==> src/rtl/lcd_seq_pkg.sv <==
package lcd_seq_pkg;

  typedef enum logic [1:0] {
    STEP_CMD  = 2'd0,
    STEP_PARM = 2'd1,
    STEP_WAIT = 2'd2
  } step_kind_e;

  typedef struct packed {
    step_kind_e kind;
    logic [7:0] data;
  } script_step_t;

  localparam int unsigned SCRIPT_LEN = 15;
  localparam logic [7:0]  OP_MEM_WRITE = 8'h2C;

  // Start-up script; indices past the end read as a wait step.
  function automatic script_step_t script_at(input logic [3:0] i);
    script_step_t s;
    s.kind = STEP_WAIT;
    s.data = 8'h00;
    case (i)
      4'd0:  begin s.kind = STEP_CMD;  s.data = 8'h01; end
      4'd1:  s.kind = STEP_WAIT;
      4'd2:  s.kind = STEP_WAIT;
      4'd3:  begin s.kind = STEP_CMD;  s.data = 8'h11; end
      4'd4:  s.kind = STEP_WAIT;
      4'd5:  begin s.kind = STEP_CMD;  s.data = 8'h3A; end
      4'd6:  begin s.kind = STEP_PARM; s.data = 8'h55; end
      4'd7:  s.kind = STEP_WAIT;
      4'd8:  begin s.kind = STEP_CMD;  s.data = 8'h21; end
      4'd9:  s.kind = STEP_WAIT;
      4'd10: begin s.kind = STEP_CMD;  s.data = 8'h29; end
      4'd11: begin s.kind = STEP_CMD;  s.data = 8'h36; end
      4'd12: begin s.kind = STEP_PARM; s.data = 8'h60; end
      4'd13: begin s.kind = STEP_CMD;  s.data = 8'hC6; end
      4'd14: begin s.kind = STEP_PARM; s.data = 8'h00; end
      default: ;
    endcase
    return s;
  endfunction

endpackage

==> src/rtl/lcd_ms_timer.sv <==
module lcd_ms_timer #(
  parameter int unsigned CLKS_PER_MS = 80000,
  parameter int unsigned MS_W        = 8
) (
  input  logic            clk,
  input  logic            rst_n,
  input  logic            start,
  input  logic [MS_W-1:0] ms,
  output logic            expired
);
  localparam int unsigned SUB_W = (CLKS_PER_MS > 1) ? $clog2(CLKS_PER_MS) : 1;
  localparam logic [SUB_W-1:0] SUB_LAST = SUB_W'(CLKS_PER_MS - 1);

  logic [SUB_W-1:0] sub_cnt;
  logic [MS_W-1:0]  ms_left;
  logic             active;

  always_ff @(posedge clk or negedge rst_n) begin
    if (!rst_n) begin
      sub_cnt <= '0;
      ms_left <= '0;
      active  <= 1'b0;
      expired <= 1'b0;
    end else begin
      expired <= 1'b0;
      if (start) begin
        sub_cnt <= '0;
        ms_left <= ms;
        active  <= (ms != '0);
        expired <= (ms == '0);
      end else if (active) begin
        if (sub_cnt == SUB_LAST) begin
          sub_cnt <= '0;
          ms_left <= ms_left - 1'b1;
          if (ms_left == MS_W'(1)) begin
            active  <= 1'b0;
            expired <= 1'b1;
          end
        end else begin
          sub_cnt <= sub_cnt + 1'b1;
        end
      end
    end
  end

  // a running wait always has at least one millisecond left
  p_active_nonzero_r6: assert property (@(posedge clk) disable iff (!rst_n)
    active |-> (ms_left != '0));
  // expiry is a single-cycle pulse unless restarted
  p_expire_pulse_r6: assert property (@(posedge clk) disable iff (!rst_n)
    (expired && !start) |=> !expired);

endmodule

==> src/rtl/lcd_byte_tx.sv <==
module lcd_byte_tx #(
  parameter int unsigned SCLK_HALF = 2
) (
  input  logic       clk,
  input  logic       rst_n,
  input  logic       start,
  input  logic [7:0] din,
  input  logic       dc_in,
  output logic       sclk,
  output logic       mosi,
  output logic       dc,
  output logic       busy,
  output logic       done
);
  localparam int unsigned PH_W = (SCLK_HALF > 1) ? $clog2(SCLK_HALF) : 1;
  localparam logic [PH_W-1:0] PH_LAST = PH_W'(SCLK_HALF - 1);

  logic [7:0]      shreg;
  logic [2:0]      bit_n;
  logic [PH_W-1:0] ph;

  assign mosi = shreg[7];

  always_ff @(posedge clk or negedge rst_n) begin
    if (!rst_n) begin
      shreg <= '0;
      bit_n <= '0;
      ph    <= '0;
      sclk  <= 1'b0;
      dc    <= 1'b0;
      busy  <= 1'b0;
      done  <= 1'b0;
    end else begin
      done <= 1'b0;
      if (!busy) begin
        if (start) begin
          shreg <= din;
          dc    <= dc_in;
          bit_n <= '0;
          ph    <= '0;
          sclk  <= 1'b0;
          busy  <= 1'b1;
        end
      end else if (ph == PH_LAST) begin
        ph <= '0;
        if (!sclk) begin
          sclk <= 1'b1;
        end else begin
          sclk <= 1'b0;
          if (bit_n == 3'd7) begin
            busy <= 1'b0;
            done <= 1'b1;
          end else begin
            bit_n <= bit_n + 1'b1;
            shreg <= {shreg[6:0], 1'b0};
          end
        end
      end else begin
        ph <= ph + 1'b1;
      end
    end
  end

  // clock rests low outside a byte
  p_sclk_idle_low_r1: assert property (@(posedge clk) disable iff (!rst_n)
    !busy |-> !sclk);
  // data never moves while the clock is high
  p_mosi_hold_r1: assert property (@(posedge clk) disable iff (!rst_n)
    sclk |-> $stable(mosi));
  // data/command level is fixed for the whole byte
  p_dc_steady_r2: assert property (@(posedge clk) disable iff (!rst_n)
    (busy && $past(busy)) |-> $stable(dc));

endmodule

==> src/rtl/tft_serial_seq.sv <==
module tft_serial_seq
  import lcd_seq_pkg::*;
#(
  parameter int unsigned SCLK_HALF     = 2,
  parameter int unsigned CLKS_PER_MS   = 80000,
  parameter int unsigned WAIT_MS       = 120,
  parameter int unsigned RESET_MS      = 10,
  parameter int unsigned POST_RESET_MS = 120,
  parameter int unsigned MS_W          = 8
) (
  input  logic        clk,
  input  logic        rst_n,
  input  logic [15:0] pix_data,
  input  logic        pix_valid,
  output logic        pix_ready,
  output logic        lcd_sclk,
  output logic        lcd_mosi,
  output logic        lcd_dc,
  output logic        lcd_cs_n,
  output logic        lcd_rst_n,
  output logic        lcd_bl_en,
  output logic        init_done
);
  localparam logic [3:0] IDX_LAST = 4'(SCRIPT_LEN - 1);

  typedef enum logic [3:0] {
    S_BOOT, S_RST_HOLD, S_POST, S_FETCH, S_DELAY, S_XFER,
    S_MEMWR, S_MWAIT, S_READY, S_PHI, S_PLO
  } seq_state_e;

  seq_state_e   state;
  logic [3:0]   idx;
  script_step_t cur_step, nxt_step;
  logic         tmr_start, tmr_exp;
  logic [MS_W-1:0] tmr_ms;
  logic         tx_start, tx_dc, tx_busy, tx_done;
  logic [7:0]   tx_byte, pix_lo;

  assign cur_step  = script_at(idx);
  assign nxt_step  = script_at(idx + 4'd1);
  assign pix_ready = (state == S_READY);

  lcd_ms_timer #(.CLKS_PER_MS(CLKS_PER_MS), .MS_W(MS_W)) u_timer (
    .clk(clk), .rst_n(rst_n), .start(tmr_start), .ms(tmr_ms), .expired(tmr_exp)
  );

  lcd_byte_tx #(.SCLK_HALF(SCLK_HALF)) u_tx (
    .clk(clk), .rst_n(rst_n), .start(tx_start), .din(tx_byte), .dc_in(tx_dc),
    .sclk(lcd_sclk), .mosi(lcd_mosi), .dc(lcd_dc), .busy(tx_busy), .done(tx_done)
  );

  always_ff @(posedge clk or negedge rst_n) begin
    if (!rst_n) begin
      state     <= S_BOOT;
      idx       <= '0;
      tmr_start <= 1'b0;
      tmr_ms    <= '0;
      tx_start  <= 1'b0;
      tx_dc     <= 1'b0;
      tx_byte   <= '0;
      pix_lo    <= '0;
      lcd_cs_n  <= 1'b1;
      lcd_rst_n <= 1'b0;
      lcd_bl_en <= 1'b0;
      init_done <= 1'b0;
    end else begin
      tmr_start <= 1'b0;
      tx_start  <= 1'b0;
      unique case (state)
        S_BOOT: begin
          tmr_start <= 1'b1;
          tmr_ms    <= MS_W'(RESET_MS);
          state     <= S_RST_HOLD;
        end
        S_RST_HOLD: if (tmr_exp) begin
          lcd_rst_n <= 1'b1;
          tmr_start <= 1'b1;
          tmr_ms    <= MS_W'(POST_RESET_MS);
          state     <= S_POST;
        end
        S_POST: if (tmr_exp) begin
          idx   <= '0;
          state <= S_FETCH;
        end
        S_FETCH: begin
          if (cur_step.kind == STEP_WAIT) begin
            tmr_start <= 1'b1;
            tmr_ms    <= MS_W'(WAIT_MS);
            state     <= S_DELAY;
          end else begin
            lcd_cs_n <= 1'b0;
            tx_start <= 1'b1;
            tx_byte  <= cur_step.data;
            tx_dc    <= (cur_step.kind == STEP_PARM);
            state    <= S_XFER;
          end
        end
        S_DELAY: if (tmr_exp) begin
          if (idx == IDX_LAST) state <= S_MEMWR;
          else begin idx <= idx + 4'd1; state <= S_FETCH; end
        end
        S_XFER: if (tx_done) begin
          if (nxt_step.kind != STEP_PARM) lcd_cs_n <= 1'b1;
          if (idx == IDX_LAST) state <= S_MEMWR;
          else begin idx <= idx + 4'd1; state <= S_FETCH; end
        end
        S_MEMWR: begin
          init_done <= 1'b1;
          lcd_bl_en <= 1'b1;
          lcd_cs_n  <= 1'b0;
          tx_start  <= 1'b1;
          tx_byte   <= OP_MEM_WRITE;
          tx_dc     <= 1'b0;
          state     <= S_MWAIT;
        end
        S_MWAIT: if (tx_done) state <= S_READY;
        S_READY: if (pix_valid) begin
          pix_lo   <= pix_data[7:0];
          tx_start <= 1'b1;
          tx_byte  <= pix_data[15:8];
          tx_dc    <= 1'b1;
          state    <= S_PHI;
        end
        S_PHI: if (tx_done) begin
          tx_start <= 1'b1;
          tx_byte  <= pix_lo;
          tx_dc    <= 1'b1;
          state    <= S_PLO;
        end
        S_PLO: if (tx_done) state <= S_READY;
        default: state <= S_BOOT;
      endcase
    end
  end

  // the panel is selected whenever it is clocked
  p_cs_low_clocking_r3: assert property (@(posedge clk) disable iff (!rst_n)
    lcd_sclk |-> !lcd_cs_n);
  // no selection while the panel is held in reset
  p_idle_in_reset_r4: assert property (@(posedge clk) disable iff (!rst_n)
    !lcd_rst_n |-> (lcd_cs_n && !lcd_sclk));
  // pixels are refused until the script has finished
  p_ready_after_done_r8: assert property (@(posedge clk) disable iff (!rst_n)
    pix_ready |-> init_done);
  // done is sticky
  p_done_sticky_r7: assert property (@(posedge clk) disable iff (!rst_n)
    init_done |=> init_done);
  // an accepted pixel closes the ready window
  p_ready_drops_r9: assert property (@(posedge clk) disable iff (!rst_n)
    (pix_valid && pix_ready) |=> !pix_ready);

endmodule

==> config.mk <==
export PLATFORM = sky130hd
export DESIGN_NAME = tft_serial_seq
export DESIGN_NICKNAME = d
export VERILOG_FILES = /design/src/rtl/lcd_seq_pkg.sv /design/src/rtl/lcd_ms_timer.sv /design/src/rtl/lcd_byte_tx.sv /design/src/rtl/tft_serial_seq.sv
export SDC_FILE = /design/constraint.sdc
export NUM_CORES = 1
export LEC_CHECK = 0
export CORE_MARGIN = 3
export CORE_UTILIZATION = 50
export CTS_CLUSTER_SIZE = 40
export DETAILED_ROUTE_END_ITERATION = 16
export PLACE_DENSITY_LB_ADDON = 0.12
export SYNTH_ARGS = -nofsm -noshare
export SYNTH_HDL_FRONTEND = slang
export SYNTH_SLANG_ARGS = --single-unit
==> constraint.sdc <==
create_clock -name clk -period 2.03 [get_ports clk]
set_input_delay 0.5075 -clock clk [delete_from_list [all_inputs] [get_ports clk]]
set_output_delay 0.5075 -clock clk [all_outputs]
set_load 0.02 [all_outputs]
Word-level counts from Yosys, hierarchy flattened
Cells that the tools add are included.

word-level totals
  bits in registers = 81
  bits of input ports = 19
  output and inout port bits = 8
  logic and storage cells = 182

cells by class
  add/subtract/negate cells = 5
  equal/unequal tests = 47
  mux-type cells = 79
  bitwise logic cells = 1
  reductions and logical operators = 28

operator list
  cell                     count
  $mux W8                  13
  $pmux W8 S9              1
  $eq A4 B4 Y1 const B     15
  $mux W17                 3
  $mux W4                  11
  $pmux W4 S10             1
  $mux W1                  35
  $eq A4 B3 Y1 const B     8
  $pmux W8 S4              1
  $pmux W8 S3              1
  $mux W3                  6
  $add A17 B1 Y17 const B  1
  $eq A17 B17 Y1 const B   1
  $eq A4 B2 Y1 const B     4
  $ne A2 B1 Y1 const B     8
  $reduce_and A4 Y1        4
  $reduce_or A7 Y1         2
  $logic_not A4 Y1         3
  $ne A2 B2 Y1 const B     6
  $pmux W4 S3              1
  $reduce_and A2 Y1        5
  $reduce_bool A3 Y1       3
  $eq A8 B1 Y1 const B     1
  $logic_not A8 Y1         1
  other kinds (19)         25

Depth between registers and ports, before layout
Gate-level depths: netlist (run 1).

  depth after elaboration = 8
  depth in mapped cells = 8
  depth with buffers taken out = 7

Cells and area by module
A second synthesis (run 1) with hierarchy kept.

unflattened totals
  cells, all modules = 447
  area, all modules = 4,463.0 sq um

by module, submodules not included
  module          times used  cells each  area an instance (sq um)  sequential area each (sq um)
  tft_serial_seq  1           216         2,093.3                   827.0
  lcd_ms_timer    1           174         1,554.0                   675.6
  lcd_byte_tx     1           57          815.8                     400.4

Worst setup path before layout (run 1)
Ideal clock, no wire load.

  kind = flip-flop to flip-flop
  start = reg u_timer.sub_cnt[9]
  end = reg u_timer.ms_left[1]
  setup time = 125 ps
  arrival time = 1,964 ps
  required time = 1,905 ps
  path slack = -59 ps
  stages on the path, launching flop included = 6
  buffers on the path = 0
  clock period less this slack = 2,089 ps
  path through = dfrtp_1 -> or4b_1 -> nor4_4 -> nand2_2 -> mux2i_1 -> mux2_2

on the way
  cells in the longest elaborated chain, start to end = 3

ends and longest elaborated chain
  what                          RTL line            source
  start: declaration            lcd_ms_timer.sv:14  logic [SUB_W-1:0] sub_cnt;
  start signal: assignment      lcd_ms_timer.sv:40  sub_cnt <= sub_cnt + 1'b1;
  $eq A17 B17 Y1                lcd_ms_timer.sv:32  if (sub_cnt == SUB_LAST) begin
  $reduce_bool A2 Y1 (no line)  --
  $reduce_and A2 Y1 (no line)   --
  end signal: assignment        lcd_ms_timer.sv:28  ms_left <= ms;
  end signal: assignment        lcd_ms_timer.sv:34  ms_left <= ms_left - 1'b1;
  end: declaration              lcd_ms_timer.sv:15  logic [MS_W-1:0] ms_left;

No other way between the ends.
A chain may end at the register's enable or synchronous reset.

Worst setup path after layout (run 1)
  start = reg u_timer.sub_cnt[15]
  end = reg u_timer.ms_left[1]

Same word-level chain as after synthesis.

==> results.md, run 1 <==
* Clk root buf: clkbuf_8
* Slowest-stage cell, CP: or4b_4
* Max Root-Sink Buffers at 2
* Die Ht at 96.9 um
* MaxCap Viol Count at 0
* Largest net degree at the start of global routing at 59
* FF-to-FF setup slack at 0.03 ns
* Critical path class: reg2reg
* Die area at 9400 um^2
* Pre-antenna DRT Iters at 4
* Cell chain of the critical path: or4b_4, nor4_4, buf_6, nand2_2, mux2i_1, mux2_2
* Pwr/cell area at 543 nW/um^2
* Mux contribution to synthesized area at 10.5%
* Worst-path clk slew at 0.09 ns
* Synth warn at 0
* DP HPWL at 6450 um
* Number of synthesized register bits at 76
* Data required, critical path at 2.26 ns
* Status: finished, final reports clean
* Fin Hold WS at 0.0284 ns
* Total core area at 7890 um^2
* Final worst path period need at 2.00 ns
* Fmax at 500 MHz
* Mapped cell area at 4130 um^2
* Slowest stage delay, CP at 0.56 ns
* WL/cell at 15.2 um
* DR vias/cell at 5.55
* Synth Area in XOR/XNOR at 4.45%
* Crit-path max FO at 5
* Adder-cell share of the synthesized area at 3.03%
* DRT antenna net count at 0
* Remaining global-route overflow at 0
* CTS tree: done
* 1st-iter DRT viols at 184
* Simple-gate area share of the yosys netlist at 18.4%
* Slew Viols, Final at 0
* Clock Latency Late Sink at 0.36 ns
* Fraction of registers with async set/reset at 100%
* Worst-Margin Slew at 0.537 ns
* LEAKAGE at 2.28 nW
* Final WL at 9010 um
* Num rows at 32
* # diodes at 0
* CP bufs+invs at 1
* Ports at 27
* Sequential fraction of the synthesis area at 46.0%
* Nature of the critical path endpoint: register
* Gate family responsible for the most delay along the worst path: simple AND/OR/NAND/NOR gates
* Die X at 96.9 um
* Total power at 2.77 mW
* DRC errors left at 0
* RSZ-0062 raised after global routing: true
* CP Launch Type: register
* Initial antenna violation count at 0
* Total GRT Usage at 19.6%
* Mapped Cells at 421
* CTS Hold Buffers Added at 0
* HP Class: in2async
* Most common cell after layout, fill and taps aside: dfrtp_1
* Synthesized area per cell at 9.82 um^2
* Largest family of logic cells by synthesized area: simple AND/OR/NAND/NOR gates
* Final period util at 98.4%
* Number of failing setup endpoints in the final timing report at 0
* CTS sink cnt at 76
* Post-synth EDFFs at 0
* Nets@finish at 516
* First-pass GRT wire length at 15100 um
* Critical path arrival at 2.23 ns
* Initial Util at 52.4%
* IO buf count at 26
* Fin. Hold Viols at 0
* Layout cell share with drive strength beyond 1 at 24.0%
* Placed cell count at 572
* Top_reg_cell synth: dfrtp_1
* Synth-to-layout area growth at 23.4%
* CTS Buf Count at 9
* Most frequent cells in the layout: dfrtp_1, buf_4, nor2_1
* H-tree depth at 3
* Routability congestion estimate at 0.898
* Setup_tns at 0 ns
* Routed vias at 3295
* Max rail drop VDD at 0.000301 V
* Slew HR at 63.7%
* Yosys cell types at 56
* Worst clock skew at 0.0136 ns
* Vias in the first global route at 3193
* Post-synth net total at 450
* Post-route insts no fill at 594
* Post-synthesis compound-gate area fraction at 13.3%
[layer usage]
layer	share of wire (%)	vias up	global-route usage (%)
li1	-	1633	-
met1	46	1589	26.3
met2	49	63	31.6
met3	3.6	10	4.40
met4	1.3	0	6.16
met5	0	-	0
[state kept, by name, summed over array words and instances, names as in the netlist]
| name | count |
|---|---|
| u_tx.done | 1 |
| u_tx.bit_n | 3 |
| idx | 4 |
| u_timer.sub_cnt | 17 |
| state | 4 |
| tmr_start | 1 |
| u_tx.ph | 1 |
| u_tx.shreg | 8 |
| u_tx.busy | 1 |
| pix_lo | 8 |
| u_timer.ms_left | 8 |
| tx_byte | 8 |
| tx_start | 1 |
| u_tx.sclk | 1 |
| u_timer.active | 1 |
| lcd_rst_n | 1 |
| u_tx.dc | 1 |
| init_done | 1 |
| lcd_cs_n | 1 |
| tx_dc | 1 |
| tmr_ms | 3 |
| u_timer.expired | 1 |
[synthesized netlist by cell type, drive strengths merged, types with 2 or more instances]
cell	number	area (um^2)
a211o	2	17.5
a21oi	18	90.1
a22o	3	26.3
a22oi	2	15.0
a31oi	10	62.6
and3	3	18.8
and4	3	26.3
buf	3	20.0
clkbuf	22	82.6
dfrtp	75	1880
ha	10	125
inv	20	75.1
mux2	20	225
mux2i	21	210
nand2	24	92.6
nand2b	10	62.6
nand3	16	80.1
nand3b	2	15.0
nand4	6	37.5
nand4b	2	17.5
nor2	46	173
nor2b	2	12.5
nor3	13	65.1
nor4	2	27.5
nor4b	2	17.5
o2111ai	2	17.5
o211ai	3	22.5
o21a	3	22.5
o21ai	16	80.1
o22a	5	43.8
o22ai	8	50.1
o31ai	3	22.5
or2	2	12.5
or3	2	12.5
or4	2	15.0
or4b	2	23.8
or4bb	2	22.5
xnor2	11	96.3
xor2	10	87.6
[stage by stage]
stage	instance area, um^2	util (%)	setup WS (ns)
4_1_cts	5010	63.6	0.0176
3_5_place_dp	4810	60.9	-0.0352
3_3_place_gp	4810	60.9	0.0248
6_report	5100	64.7	0.0315
2_1_floorplan	4140	-	-0.0365
5_1_grt	5100	64.7	-0.0475
[path summary, 6_finish.rpt]
check	startpoint	endpoint	cells after the start
max in group asynchronous	rst_n	init_done$_DFFE_PN0P_	2
min in group clk	lcd_rst_n$_DFFE_PN0P_	lcd_rst_n$_DFFE_PN0P_	1
worst max-delay path	u_timer.sub_cnt[15]$_DFFE_PN0P_	u_timer.ms_left[1]$_DFFE_PN0P_	6
worst max register to register	u_timer.sub_cnt[15]$_DFFE_PN0P_	u_timer.ms_left[1]$_DFFE_PN0P_	6
worst min register to register	lcd_rst_n$_DFFE_PN0P_	lcd_rst_n$_DFFE_PN0P_	1
worst min-delay path	rst_n	idx[2]$_DFFE_PN0P_	1
[final cells by class]
class / instances / area, um^2
fillers: 632 / 2790
inverters: 20 / 75.1
clock inverters: 6 / 71.3
repair buffers: 80 / 689
well taps: 102 / 128
multi-input cells: 300 / 2100
flip-flops and latches: 76 / 1910
clock buffers: 10 / 128
[where the power goes]
group          internal [mW]  switching [mW]
logic                 0.0342          0.0350
clock network          0.579           0.610
registers               1.51               0
[kinds of logic after synthesis]
| family | count (synthesis) |
|---|---|
| flops | 76 |
| compound gates | 84 |
| xor+xnor | 21 |
| fa+ha+maj | 10 |
| buf+inv | 45 |
| simple gates | 144 |
| mux | 41 |
[repair_timing]
action                                  in CTS  in global routing
pin swaps                                    0                  7
gates cloned                                 0                  1
resized for setup                            6                 18
buffers inserted                             0                  5
endpoints found under the setup margin       9                 26
(Power assumes the default switching activity.)
==> inputs of run 2 (changes only) <==
--- a/config.mk
+++ b/config.mk
@@ -5,7 +5,7 @@
 export SDC_FILE = /design/constraint.sdc
 export NUM_CORES = 1
 export LEC_CHECK = 0
-export CORE_MARGIN = 3
+export CORE_MARGIN = 5
 export CORE_UTILIZATION = 50
 export CTS_CLUSTER_SIZE = 40
 export DETAILED_ROUTE_END_ITERATION = 16
==> results.md, run 2 (same netlist as run 1, synthesis figures left out) <==
* Pwr/cell area at 587 nW/um^2
* Crit-path max FO at 10
* Slew HR at 63.2%
* Initial Util at 50.8%
* Max rail drop VDD at 0.000297 V
* Area post-placement at 4820 um^2
* Number of failing setup endpoints in the final timing report at 0
* IO buf count at 26
* Clk root buf: clkbuf_8
* Largest Register: u_timer.sub_cnt
* Num rows at 33
* Switching Share at 20.4%
* DP HPWL at 6460 um
* DRT antenna net count at 0
* Max Root-Sink Buffers at 2
* Synth-to-layout area growth at 24.5%
* Clock Latency Late Sink at 0.35 ns
* First-pass GRT wire length at 15300 um
* FF-to-FF setup slack at 0.006 ns
* Fmax at 494 MHz
* LEAKAGE at 2.28 nW
* Logic pwr share at 2.4%
* Nature of the critical path endpoint: register
* Sequential Power Share at 50.0%
* Fin Hold WS at 0.144 ns
* Slew Viols, Final at 0
* Total GRT Usage at 19.0%
* Max reg flops at 17
* Final WL at 8950 um
* Most common cell after layout, fill and taps aside: dfrtp_1
* DR vias/cell at 5.53
* Post-layout util at 63.3%
* Final period util at 99.7%
* Routed vias at 3264
* Die area at 10200 um^2
* CP Launch Type: register
* Reg2Reg Depth at 6
* Multi-input gate area at 2120 um^2
* Fillers at 653
* Pre-antenna DRT Iters at 4
* Placed cell count at 573
* Worst clock skew at 0.0139 ns
* Routability congestion estimate at 0.892
* Die X at 101 um
* Initial antenna violation count at 0
* MaxCap Viol Count at 0
* P_int at 2.41 mW
* Critical Path End: u_timer.ms_left[1]$_DFFE_PN0P_
* Critical path class: reg2reg
* Worst reg2reg path startpoint: u_timer.sub_cnt[15]$_DFFE_PN0P_
* Nets@finish at 509
* HP Class: in2async
* Sw Pwr at 616 uW
* Total core area at 8130 um^2
* Remaining global-route overflow at 0
* DRC errors left at 0
* WL/cell at 15.2 um
* Finished Cell Area at 5150 um^2
* Worst-Margin Slew at 0.551 ns
* Critical path arrival at 2.26 ns
* Data required, critical path at 2.27 ns
* Ports at 27
* Worst-path clk slew at 0.09 ns
* RSZ-0062 raised after global routing: true
* Status: finished, final reports clean
* CTS sink cnt at 76
* Largest net degree at the start of global routing at 40
* Worst R2R End: u_timer.ms_left[1]$_DFFE_PN0P_
* Post-route insts no fill at 590
* Vias in the first global route at 3237
* FF/Latch Area at 1910 um^2
* 1st-iter DRT viols at 111
* CTS tree: done
* Crit path from: u_timer.sub_cnt[15]$_DFFE_PN0P_
* Clock power share at 47.5%
* CTS Buf Count at 9
* Fin. Hold Viols at 0
* Most frequent cells in the layout: dfrtp_1, nor2_1, buf_4
* Layout cell share with drive strength beyond 1 at 22.7%
* # diodes at 0
* H-tree depth at 3
* Die Ht at 101 um
* Final worst path period need at 2.02 ns
[run 2: routing by layer]
metal	GRT usage, %	part of all wire [%]	up-vias
met1	25.2	47	1583
met4	6.95	1.2	0
met5	0	0	-
met2	30.7	49	53
li1	-	-	1619
met3	3.74	3.2	9
[run 2: layout make-up]
cell class / instances / share of cell area, %
Multi-Input combinational cell: 300 / 41.2
Tap cell: 105 / 2.55
Sequential cell: 76 / 37.0
Clock inverter: 5 / 2.07
Clock buffer: 11 / 2.75
Inverter: 20 / 1.46
Timing Repair Buffer: 73 / 12.9
[run 2: power groups by stage]
| stage | clock, mW | sequential (mW) | combinational, mW |
|---|---|---|---|
| after CTS | 1.47 | 1.51 | 0.0766 |
| after detailed placement | 0 | 1.54 | 0.0763 |
| after global routing | 1.52 | 1.51 | 0.0836 |
| after floorplan | 0 | 1.54 | 0.000723 |
| after global placement | 0 | 1.54 | 0.0748 |
| final | 1.44 | 1.51 | 0.0729 |
[run 2: how the worst min path moves through the flow]
stage / from / end / slack [ns] / cells after the start
detailed placement: lcd_rst_n$_DFFE_PN0P_ / lcd_rst_n$_DFFE_PN0P_ / 0.46 / 1
global route: rst_n / u_timer.sub_cnt[4]$_DFFE_PN0P_ / 0.19 / 1
global placement: lcd_rst_n$_DFFE_PN0P_ / lcd_rst_n$_DFFE_PN0P_ / 0.46 / 1
finish: rst_n / idx[3]$_DFFE_PN0P_ / 0.14 / 1
CTS: rst_n / u_timer.sub_cnt[4]$_DFFE_PN0P_ / 0.15 / 1
floorplan: rst_n / idx[0]$_DFFE_PN0P_ / 0.21 / 0
[run 2: critical path, stage by stage, from the launching register on]
cell,delay (ns)
dfrtp_1,0.42
or4b_4,0.56
nor4_4,0.29
buf_6,0.19
nand2_4,0.07
mux2i_1,0.12
mux2_2,0.27
[run 2: metrics by stage]
step	power [mW]	setup slack, ns	setup TNS (ns)
6_report	3.02	0.00570	0
5_1_grt	3.12	-0.0584	-0.430
4_1_cts	3.06	0.000404	0
3_5_place_dp	1.62	-0.0114	-0.0215
3_3_place_gp	1.62	0.0284	0
2_1_floorplan	1.54	-0.0365	-0.0365
[run 2: timing repair]
item / in CTS / in global routing
pin swaps: 0 / 4
resized for setup: 5 / 22
endpoints found under the setup margin: 8 / 26
setup buffers: 0 / 1
cloned: 0 / 0
hold buffers: 0 / 0
